### src/rtl/bus_seq_pkg.sv
package bus_seq_pkg;

  localparam int unsigned ADDR_W = 20;
  localparam int unsigned DATA_W = 16;
  localparam int unsigned BYTE_W = 8;
  localparam int unsigned HI_W   = ADDR_W - DATA_W;
  localparam int unsigned SEG_W  = 2;

  typedef enum logic [2:0] {
    ST_IDLE = 3'd0,
    ST_T1   = 3'd1,
    ST_T2   = 3'd2,
    ST_T3   = 3'd3,
    ST_TW   = 3'd4,
    ST_T4   = 3'd5
  } tstate_e;

  typedef struct packed {
    logic [ADDR_W-1:0] addr;
    logic              mem;
    logic              wr;
    logic              word;
    logic              inta;
    logic [SEG_W-1:0]  seg;
    logic [DATA_W-1:0] wdata;
  } cyc_req_t;

  // upper lane enable (active low) for the cycle now on the bus
  function automatic logic bhe_n_of(input logic inta, input logic word,
                                    input logic split, input logic second,
                                    input logic a0);
    if (inta)       return 1'b0;
    else if (split) return second;
    else if (word)  return 1'b0;
    else            return ~a0;
  endfunction

  // placement of write data onto the two byte lanes
  function automatic logic [DATA_W-1:0] write_lanes(input logic word,
                                                    input logic split,
                                                    input logic second,
                                                    input logic [DATA_W-1:0] w);
    logic [BYTE_W-1:0] b;
    if (!word)       b = w[BYTE_W-1:0];
    else if (!split) return w;
    else if (second) b = w[DATA_W-1:BYTE_W];
    else             b = w[BYTE_W-1:0];
    return {b, b};
  endfunction

  // merge one bus sample into the read buffer
  function automatic logic [DATA_W-1:0] merge_read(input logic [DATA_W-1:0] prev,
                                                   input logic [DATA_W-1:0] bus,
                                                   input logic inta, input logic word,
                                                   input logic split, input logic second,
                                                   input logic a0);
    if (inta)       return bus;
    else if (split) return second ? {bus[BYTE_W-1:0], prev[BYTE_W-1:0]}
                                  : {prev[DATA_W-1:BYTE_W], bus[DATA_W-1:BYTE_W]};
    else if (word)  return bus;
    else if (a0)    return {{BYTE_W{1'b0}}, bus[DATA_W-1:BYTE_W]};
    else            return {{BYTE_W{1'b0}}, bus[BYTE_W-1:0]};
  endfunction

  function automatic logic [HI_W-1:0] addr_hi(input logic mem_space,
                                              input logic [ADDR_W-1:0] a);
    return mem_space ? a[ADDR_W-1:DATA_W] : '0;
  endfunction

  function automatic logic [HI_W-1:0] status_bits(input logic ie,
                                                  input logic [SEG_W-1:0] seg);
    return {1'b0, ie, seg};
  endfunction

endpackage

### src/rtl/bus_phase_fsm.sv
module bus_phase_fsm
  import bus_seq_pkg::*;
(
  input  logic    clk,
  input  logic    rst_n,
  input  logic    launch,
  input  logic    ready,
  output tstate_e state,
  output logic    half,
  output logic    sample_rdy,
  output logic    t4_first,
  output logic    t4_last
);

  tstate_e st_n;
  logic    half_n;

  always_comb begin
    st_n   = state;
    half_n = half;
    if (state == ST_IDLE) begin
      if (launch) begin
        st_n   = ST_T1;
        half_n = 1'b0;
      end
    end else if (!half) begin
      half_n = 1'b1;
    end else begin
      half_n = 1'b0;
      unique case (state)
        ST_T1:        st_n = ST_T2;
        ST_T2:        st_n = ST_T3;
        ST_T3, ST_TW: st_n = ready ? ST_T4 : ST_TW;
        ST_T4:        st_n = launch ? ST_T1 : ST_IDLE;
        default:      st_n = ST_IDLE;
      endcase
    end
  end

  always_ff @(posedge clk) begin
    if (!rst_n) begin
      state <= ST_IDLE;
      half  <= 1'b0;
    end else begin
      state <= st_n;
      half  <= half_n;
    end
  end

  assign sample_rdy = half && (state == ST_T3 || state == ST_TW);
  assign t4_first   = (state == ST_T4) && !half;
  assign t4_last    = (state == ST_T4) && half;

endmodule

### src/rtl/bus_req_track.sv
module bus_req_track
  import bus_seq_pkg::*;
(
  input  logic              clk,
  input  logic              rst_n,
  input  logic              accept,
  input  cyc_req_t          req,
  input  logic              t4_first,
  input  logic              t4_last,
  input  logic              sample_rdy,
  input  logic              ready,
  input  logic [DATA_W-1:0] ad_in,
  output cyc_req_t          cur,
  output logic              split,
  output logic              second,
  output logic              go,
  output logic              done,
  output logic              mio,
  output logic              dtr,
  output logic [DATA_W-1:0] rbuf
);

  logic capture;
  logic final_part;
  logic step_split;

  assign capture    = sample_rdy && ready && (!cur.wr || cur.inta);
  assign final_part = !split || second;
  assign step_split = t4_first && split && !second;

  always_ff @(posedge clk) begin
    if (!rst_n) begin
      cur    <= '0;
      split  <= 1'b0;
      second <= 1'b0;
      go     <= 1'b0;
      done   <= 1'b0;
      mio    <= 1'b0;
      dtr    <= 1'b0;
      rbuf   <= '0;
    end else begin
      done <= t4_first && final_part;
      if (capture)
        rbuf <= merge_read(rbuf, ad_in, cur.inta, cur.word, split, second, cur.addr[0]);
      if (accept) begin
        cur    <= req;
        split  <= req.word && req.addr[0] && !req.inta;
        second <= 1'b0;
        mio    <= req.mem && !req.inta;
        dtr    <= req.wr && !req.inta;
        go     <= t4_first;
      end else if (step_split) begin
        cur.addr <= cur.addr + 1'b1;
        second   <= 1'b1;
        go       <= 1'b1;
      end else if (t4_last) begin
        go <= 1'b0;
      end
    end
  end

endmodule

### src/rtl/bus_pin_drive.sv
module bus_pin_drive
  import bus_seq_pkg::*;
(
  input  tstate_e           state,
  input  logic              half,
  input  cyc_req_t          cur,
  input  logic              split,
  input  logic              second,
  input  logic              int_en,
  output logic [DATA_W-1:0] ad_out,
  output logic              ad_oe,
  output logic [HI_W-1:0]   as_out,
  output logic              bhe_n,
  output logic              ale,
  output logic              rd_n,
  output logic              wr_n,
  output logic              inta_n,
  output logic              den_n
);

  logic mid;
  logic is_rd;
  logic is_wr;
  logic in_t1;
  logic t4_early;
  logic den_act;
  logic [DATA_W-1:0] wbus;

  assign mid      = (state == ST_T2) || (state == ST_T3) || (state == ST_TW);
  assign in_t1    = (state == ST_T1);
  assign t4_early = (state == ST_T4) && !half;
  assign is_rd    = !cur.wr && !cur.inta;
  assign is_wr    = cur.wr && !cur.inta;
  assign wbus     = write_lanes(cur.word, split, second, cur.wdata);

  assign ale    = in_t1 && half;
  assign rd_n   = !(mid && is_rd);
  assign wr_n   = !(mid && is_wr);
  assign inta_n = !(mid && cur.inta);

  always_comb begin
    if (is_wr)
      den_act = mid || t4_early;
    else
      den_act = ((state == ST_T2) && half) || (state == ST_T3) ||
                (state == ST_TW) || t4_early;
  end
  assign den_n = !den_act;

  assign ad_oe = in_t1 || (is_wr && (mid || state == ST_T4));

  always_comb begin
    if (in_t1)      ad_out = cur.addr[DATA_W-1:0];
    else if (ad_oe) ad_out = wbus;
    else            ad_out = '0;
  end

  always_comb begin
    if (in_t1)                  as_out = addr_hi(cur.mem && !cur.inta, cur.addr);
    else if (state == ST_IDLE)  as_out = '0;
    else                        as_out = status_bits(int_en, cur.seg);
  end

  assign bhe_n = (state == ST_IDLE) ? 1'b1
               : bhe_n_of(cur.inta, cur.word, split, second, cur.addr[0]);

endmodule

### src/rtl/bus_cycle_seq.sv
module bus_cycle_seq
  import bus_seq_pkg::*;
(
  input  logic                        clk,
  input  logic                        rst_n,
  input  logic                        req_valid,
  output logic                        req_ready,
  input  logic [bus_seq_pkg::ADDR_W-1:0] req_addr,
  input  logic                        req_mem,
  input  logic                        req_write,
  input  logic                        req_word,
  input  logic                        req_inta,
  input  logic [bus_seq_pkg::SEG_W-1:0]  req_seg,
  input  logic [bus_seq_pkg::DATA_W-1:0] req_wdata,
  input  logic                        int_en,
  input  logic                        ready,
  input  logic [bus_seq_pkg::DATA_W-1:0] ad_in,
  output logic [bus_seq_pkg::DATA_W-1:0] ad_out,
  output logic                        ad_oe,
  output logic [bus_seq_pkg::HI_W-1:0]   as_out,
  output logic                        bhe_n,
  output logic                        ale,
  output logic                        rd_n,
  output logic                        wr_n,
  output logic                        inta_n,
  output logic                        den_n,
  output logic                        mio,
  output logic                        dtr,
  output logic                        done,
  output logic [bus_seq_pkg::DATA_W-1:0] rdata
);

  tstate_e  state;
  logic     half;
  logic     sample_rdy;
  logic     t4_first;
  logic     t4_last;
  logic     accept;
  logic     launch;
  logic     split;
  logic     second;
  logic     go;
  cyc_req_t req;
  cyc_req_t cur;

  assign req = '{addr: req_addr, mem: req_mem, wr: req_write, word: req_word,
                 inta: req_inta, seg: req_seg, wdata: req_wdata};

  assign req_ready = (state == ST_IDLE) || (t4_first && !(split && !second));
  assign accept    = req_valid && req_ready;
  assign launch    = ((state == ST_IDLE) && accept) || (t4_last && go);

  bus_phase_fsm u_fsm (
    .clk        (clk),
    .rst_n      (rst_n),
    .launch     (launch),
    .ready      (ready),
    .state      (state),
    .half       (half),
    .sample_rdy (sample_rdy),
    .t4_first   (t4_first),
    .t4_last    (t4_last)
  );

  bus_req_track u_track (
    .clk        (clk),
    .rst_n      (rst_n),
    .accept     (accept),
    .req        (req),
    .t4_first   (t4_first),
    .t4_last    (t4_last),
    .sample_rdy (sample_rdy),
    .ready      (ready),
    .ad_in      (ad_in),
    .cur        (cur),
    .split      (split),
    .second     (second),
    .go         (go),
    .done       (done),
    .mio        (mio),
    .dtr        (dtr),
    .rbuf       (rdata)
  );

  bus_pin_drive u_pins (
    .state  (state),
    .half   (half),
    .cur    (cur),
    .split  (split),
    .second (second),
    .int_en (int_en),
    .ad_out (ad_out),
    .ad_oe  (ad_oe),
    .as_out (as_out),
    .bhe_n  (bhe_n),
    .ale    (ale),
    .rd_n   (rd_n),
    .wr_n   (wr_n),
    .inta_n (inta_n),
    .den_n  (den_n)
  );

endmodule

### config.mk
export PLATFORM = sky130hd
export DESIGN_NAME = bus_cycle_seq
export DESIGN_NICKNAME = d
export VERILOG_FILES = /design/src/rtl/bus_seq_pkg.sv /design/src/rtl/bus_phase_fsm.sv /design/src/rtl/bus_req_track.sv /design/src/rtl/bus_pin_drive.sv /design/src/rtl/bus_cycle_seq.sv
export SDC_FILE = /design/constraint.sdc
export NUM_CORES = 1
export LEC_CHECK = 0
export ABC_AREA = 1
export BUFFER_PORTS_ARGS = -buffer_cell sky130_fd_sc_hd__buf_4
export CORE_MARGIN = 2
export CORE_UTILIZATION = 50
export DETAILED_ROUTE_END_ITERATION = 8
export GPL_TIMING_DRIVEN = 1
export HOLD_SLACK_MARGIN = 0.06
export MAX_ROUTING_LAYER = met4
export PLACE_DENSITY = 0.76
export SYNTH_ARGS = -nofsm -noshare
export SYNTH_HDL_FRONTEND = slang
export SYNTH_HIERARCHICAL = 1
export SYNTH_SLANG_ARGS = --single-unit
### constraint.sdc
create_clock -name clk -period 3 [get_ports clk]
set_clock_uncertainty 0.05 [all_clocks]
set_input_delay 0.75 -clock clk [delete_from_list [all_inputs] [get_ports clk]]
set_output_delay 0.75 -clock clk [all_outputs]
set_load 0.005 [all_outputs]
==> run_results.csv, run 1 <==
group,metric,value,unit
status,status,"finished clean",
synthesis,synth_flop_cell,"dfxtp_1",
detailed_routing,vias,4671,
floorplan,num_io_pins,110,
synthesis,ys_types,39,
timing,tns,0,ns
setup_path,cpPeakStageDelay,0.55,ns
setup_path,rr_startpoint,"u_fsm/state[0]",
floorplan,dieArea,8990,µm²
worst_hold_path,hold_path.class,"reg -> reg",
power_and_ir_drop,ir_drop,0.329,mV
global_routing,grt_pass1_wl,20.9,mm
floorplan,die-height,94.8,µm
synthesis,syn-cell-area,4120,µm²
timing,setup_violations,0,
clock_network,cts_setup_buffers,0,
setup_path,crit_slowest_cell,"dfxtp_1",
timing,fin_crit,2.74,ns
floorplan,fp.dieW,94.8,µm
clock_network,numCtsBuffers,9,
floorplan,num_rows,33,
timing,rsz0062_at_grt,"no",
finish,n_antenna_cell,0,
setup_path,worstPathRequired,2.20,ns
global_routing,track_usage,0.308,
finish,fin_util,0.643,
worst_hold_path,hold_start,"u_track/cur[21]",
power_and_ir_drop,p_per_area,501,nW/µm²
synthesis,async_reset_ff_frac,0,
clock_network,hold_buffers,0,
setup_path,critPathArrivalTime,1.94,ns
synthesis,synth_seq_area_share,0.330,
finish,layout.nets,822,
placement,gp_congestion,1.01,
detailed_routing,viasPerCell,5.38,
placement,place_ws,0.671,ns
timing,relSlewSlack,0.627,
global_routing,grt.overflow.total,0,
clock_network,tritoncts,"done",
clock_network,root_buffer,"clkbuf_8",
setup_path,worstSetupEndpointType,"primary output",
synthesis,avgSynthCellArea,6.32,µm²
synthesis,synth_warnings,6,
synthesis,syn_nets,716,
detailed_routing,post-route-drc-count,0,
floorplan,core_area,8090,µm²
setup_path,crit_start,"u_track/split",
clock_network,ctsHtreeMaxLevel,3,
finish,drive_gt1_frac,0.216,
timing,layout_setup_ws,0.263,ns
detailed_routing,routedWlPerCell,15.0,µm
timing,worst_slew_pin_slew,0.558,ns
detailed_routing,wl,13.0,mm
timing,slew_viol_final,0,
power_and_ir_drop,p_leak,2.48,nW
timing,fin_crit_sh,0.912,
finish,syn_to_final_growth,26.2,%
clock_network,cts_resized,0,
floorplan,start_util,0.509,
detailed_routing,initialDrtViolationCount,310,
clock_network,clockBufferDepth,2,
setup_path,critical_path_class,"reg -> out",
setup_path,cp_max_fo,19,
synthesis,netlist_instances,652,
detailed_routing,dr.pass1.iters,5,
finish,final_area,5200,µm²
synthesis,synth_seq_cells,68,
placement,io_buffers,109,
clock_network,clk_latency,0.35,ns
placement,hpwl,9.79,mm
timing,hold_violations,0,
setup_path,startpoint_type,"flip-flop",
global_routing,grt_pass1_vias,4445,
global_routing,antenna_found_initial,0,
global_routing,grt_max_degree,24,
clock_network,clk_pin_slew,0.08,ns
setup_path,cp_cell_sequence,"inv_2 > nand2_1 > nand3_1 > nand2_1 > nand2_1 > buf_4",
setup_path,cpMostUsedCell,"nand2_1",
clock_network,clkSinkCount,68,
placement,post_dp_cell_area,4980,µm²
run,drv_cap,0,
timing,hold_slack,0.397,ns
detailed_routing,final_antenna_net_count,0,
timing,max_freq,365,MHz
synthesis,synth_edf_count,0,
-- cell usage in the layout, fill, tap and decap left out, types with 2 or more instances in the layout --
master / netlist / layout
nand2_4: 2 / 2
o211ai_1: 2 / 2
nand2_2: 6 / 6
a21oi_1: 28 / 28
o21ai_1: 3 / 3
o21ai_2: 2 / 2
bufinv_16: 0 / 2
clkbuf_8: 0 / 9
nor2_1: 50 / 50
inv_1: 89 / 89
a31oi_1: 15 / 15
inv_2: 7 / 7
xor2_1: 3 / 3
nand2_1: 200 / 200
nand4_1: 6 / 6
nor2_2: 8 / 8
clkinv_4: 0 / 2
o21ai_0: 57 / 57
a22o_1: 19 / 19
dfxtp_1: 68 / 68
nor3_1: 4 / 4
nand3_1: 47 / 47
nor2_4: 2 / 2
buf_4: 1 / 116
a21oi_4: 2 / 2
-- sequential cells by signal (all words and copies together), names as in the netlist --
register and flops:
u_track/dtr 1, u_fsm/half 1, u_track/rbuf 16, u_fsm/state 3
u_track/cur 42, u_track/mio 1, u_track/second 1, u_track/done 1
u_track/go 1, u_track/split 1
-- cells in the mapped netlist, types with 3 or more instances --
library cell	count	area (µm²)
nand2_2	6	37.5
nor2_2	8	50.1
inv_2	7	26.3
buf_2	6	30.0
nor2_1	50	188
nand3_1	47	235
xor2_1	3	26.3
inv_1	89	334
o21ai_1	3	15.0
dfxtp_1	68	1360
a22o_1	19	166
clkbuf_1	6	22.5
o21ai_0	57	285
nand4_1	6	37.5
buf_6	5	56.3
nor3_1	4	20.0
nand2_1	200	751
a31oi_1	15	93.8
a21oi_1	28	140
-- kinds of logic after synthesis --
group / after synthesis / synth area share
compound gates: 131 / 0.192
xor+xnor: 4 / 0.00850
fa+ha+maj: 1 / 0.00304
buf+inv: 118 / 0.124
flops: 68 / 0.330
simple gates: 330 / 0.343
-- where the power goes --
group | internal [mW] | leakage (nW) | switching [mW]
clock | 0.472 | 0.110 | 0.386
combinational | 0.262 | 1.82 | 0.391
sequential | 0.979 | 0.556 | 0.114
-- metal layers --
metal,vias up,routed length [µm],track usage
met3,20,1090,0.0678
met1,2112,5420,0.372
met2,232,6230,0.513
met4,0,256,0.0930
li1,2307,-,-
met5,-,0,-
-- through the flow --
stage          power (mW)  cells
2_1_floorplan        1.52    652
3_3_place_gp         1.74    852
3_5_place_dp         1.75    852
4_1_cts              2.61    868
5_1_grt              2.74    868
6_report             2.60    868
-- worst max-delay path: cells and delay by family (launching register included) --
family	cells	cell delay, ns
buffers and inverters	2	0.37
flip-flops	1	0.55
AND/OR/NAND/NOR	4	0.66
-- final cells by class --
cell class	instances	area (µm²)
Clock buffer	9	124
Clock inverter	7	98.8
Fill cell	819	2890
Inverter	97	364
Multi-Input combinational cell	466	2250
Sequential cell	68	1360
Tap cell	105	131
Timing Repair Buffer	116	871
-- path summary, 6_finish.rpt --
kind / depth (start not counted) / to / slack [ns]
setup / recovery: 6 / ad_out[9] / 0.26
hold / removal: 2 / u_track/cur[21] / 0.40
setup reg to reg: 9 / u_track/cur[34] / 0.72
hold reg to reg: 2 / u_track/cur[21] / 0.40
(Power assumes the default switching activity.)
==> run 2: changes to the inputs <==
Settings changed: CORE_UTILIZATION 50 to 57, PLACE_DENSITY 0.76 to 0.86.
==> run 2 against run 1 <==
  * Cell area is 0.51% lower
  * Critical endpoint is now ad_out[0]
  * Sequential cell count is the same
  * Combinational power shrank 1%
  * Critical path depth stayed put
  * Die area decreased by 12%
  * Via count increased by 1.2%
  * Routed wire length decreased by 4.2%
  * Sequential share of layout area up 0.13 points
  * Largest cell class unchanged
  * Cell count decreased by 1.3%
  * Worst hold slack better by 0.017 ns
  * Total power fell by 0.82%
  * Sequential power barely moved
==> run_results.csv, run 2 (synthesis gave the netlist of run 1 again) <==
group,metric,value,unit
setup_path,rr_startpoint,"u_fsm/state[0]",
finish,syn_to_final_growth,25.6,%
timing,relSlewSlack,0.605,
timing,tns,0,ns
timing,slew_viol_final,0,
detailed_routing,dr.pass1.iters,6,
placement,hpwl,9.18,mm
finish,fill_cells,596,
global_routing,track_usage,0.329,
finish,layout_commonest_cell,"nand2_1",
detailed_routing,wl,12.5,mm
finish,multiInputGateArea,2250,µm²
setup_path,critical_path_class,"reg -> out",
finish,seqCellArea,1360,µm²
setup_path,reg2regPathDepth,8,
timing,hold_violations,0,
worst_hold_path,hold_path_depth,2,
setup_path,cp_max_fo,19,
setup_path,ff2ff_setup_slack,0.71,ns
floorplan,die-height,89.0,µm
placement,gp_congestion,0.962,
detailed_routing,routedWlPerCell,14.5,µm
finish,largest_register,"u_track/cur",
finish,layout.nets,821,
detailed_routing,vias,4727,
clock_network,root_buffer,"clkbuf_8",
global_routing,grt_max_degree,24,
timing,hold_slack,0.414,ns
finish,reg_top3,"u_track/cur (42), u_track/rbuf (16), u_fsm/state (3)",
clock_network,hold_buffers,0,
worst_hold_path,hold_start,"u_track/dtr",
clock_network,numCtsBuffers,9,
clock_network,clkSinkCount,68,
setup_path,startpoint_type,"flip-flop",
detailed_routing,post-route-drc-count,0,
floorplan,dieArea,7930,µm²
global_routing,grt.overflow.total,0,
timing,rsz0062_at_grt,"no",
placement,io_buffers,109,
setup_path,worstSetupEndpointType,"primary output",
floorplan,num_io_pins,110,
worst_hold_path,whs_endpoint,"u_track/dtr",
clock_network,clockBufferDepth,2,
clock_network,cts_setup_buffers,0,
status,status,"finished clean",
timing,max_freq,379,MHz
floorplan,core_area,6910,µm²
setup_path,worstPathRequired,2.20,ns
power_and_ir_drop,p_leak,2.48,nW
timing,setup_violations,0,
timing,worst_slew_pin_slew,0.592,ns
worst_hold_path,hold_path.class,"reg -> reg",
timing,fin_crit_sh,0.880,
clock_network,cts_resized,0,
setup_path,worst_r2r_endpoint,"u_track/cur[31]",
power_and_ir_drop,p_per_area,499,nW/µm²
clock_network,ctsHtreeMaxLevel,3,
clock_network,clk_pin_slew,0.07,ns
power_and_ir_drop,ir_drop,0.284,mV
finish,mostFrequentLayoutCells,"200 x nand2_1, 115 x buf_4, 89 x inv_1",
clock_network,clk_latency,0.35,ns
finish,n_antenna_cell,0,
finish,drive_gt1_frac,0.213,
global_routing,grt_pass1_wl,19.9,mm
run,drv_cap,0,
clock_network,tritoncts,"done",
detailed_routing,viasPerCell,5.52,
timing,fin_crit,2.64,ns
global_routing,antenna_found_initial,0,
global_routing,grt_pass1_vias,4386,
floorplan,fp.dieW,89.0,µm
finish,largest_reg_flops,42,
floorplan,start_util,0.597,
detailed_routing,initialDrtViolationCount,332,
detailed_routing,final_antenna_net_count,0,
setup_path,critPathArrivalTime,1.84,ns
floorplan,num_rows,30,
-- run 2: cell types whose count changed in the layout (fill, tap and decap cells not counted) --
cell / delta
clkinvlp_4: -1
clkinv_4: -1
clkbuf_8: +1
buf_4: -1
inv_6: -1
clkbuf_1: +1
-- run 2: area by class of cell --
type | count | area share
clock buffers | 11 | 0.0273
clock inverters | 4 | 0.0143
inverters | 97 | 0.0704
multi-input cells | 466 | 0.435
flip-flops and latches | 68 | 0.263
well taps | 96 | 0.0232
repair buffers | 115 | 0.167
-- run 2: worst max-delay path by stage --
stage                         startpoint         endpoint
after floorplan           u_fsm/state[0]  u_track/cur[10]
after global placement     u_track/split        ad_out[3]
after detailed placement   u_track/split        ad_out[3]
after CTS                  u_track/split        ad_out[3]
after global routing       u_track/split        ad_out[9]
final                      u_track/split        ad_out[0]
-- run 2: metrics by stage --
| stage | setup WS [ns] | utilization | instances | power [mW] | cell area (µm²) |
|---|---|---|---|---|---|
| 6_report | 0.359 | 0.749 | 857 | 2.58 | 5170 |
| 5_1_grt | 0.166 | 0.749 | 857 | 2.71 | 5170 |
| 4_1_cts | 0.367 | 0.749 | 857 | 2.58 | 5170 |
| 3_5_place_dp | 0.749 | 0.718 | 842 | 1.74 | 4960 |
| 3_3_place_gp | 0.779 | 0.718 | 842 | 1.72 | 4960 |
| 2_1_floorplan | 0.971 | - | 652 | 1.52 | 4120 |
-- run 2: critical path, cell delays in order (launching register included) --
cell and delay [ns]:
dfxtp_1 0.52, inv_2 0.23, nand2_1 0.28, nand3_1 0.16, nand2_1 0.10, nand2_1 0.07
buf_4 0.14
-- run 2: layer usage --
| layer | share of wire | global-route usage |
|---|---|---|
| met1 | 0.41 | 0.408 |
| met2 | 0.49 | 0.556 |
| met3 | 0.085 | 0.0563 |
| met4 | 0.017 | 0.0841 |
| met5 | 0 | - |
-- run 2: power by group --
group / total, mW / internal, mW / switching, mW
registers: 1.09 / 0.979 / 0.111
logic: 0.645 / 0.260 / 0.386
clock network: 0.847 / 0.487 / 0.360
total: 2.58 / 1.73 / 0.856
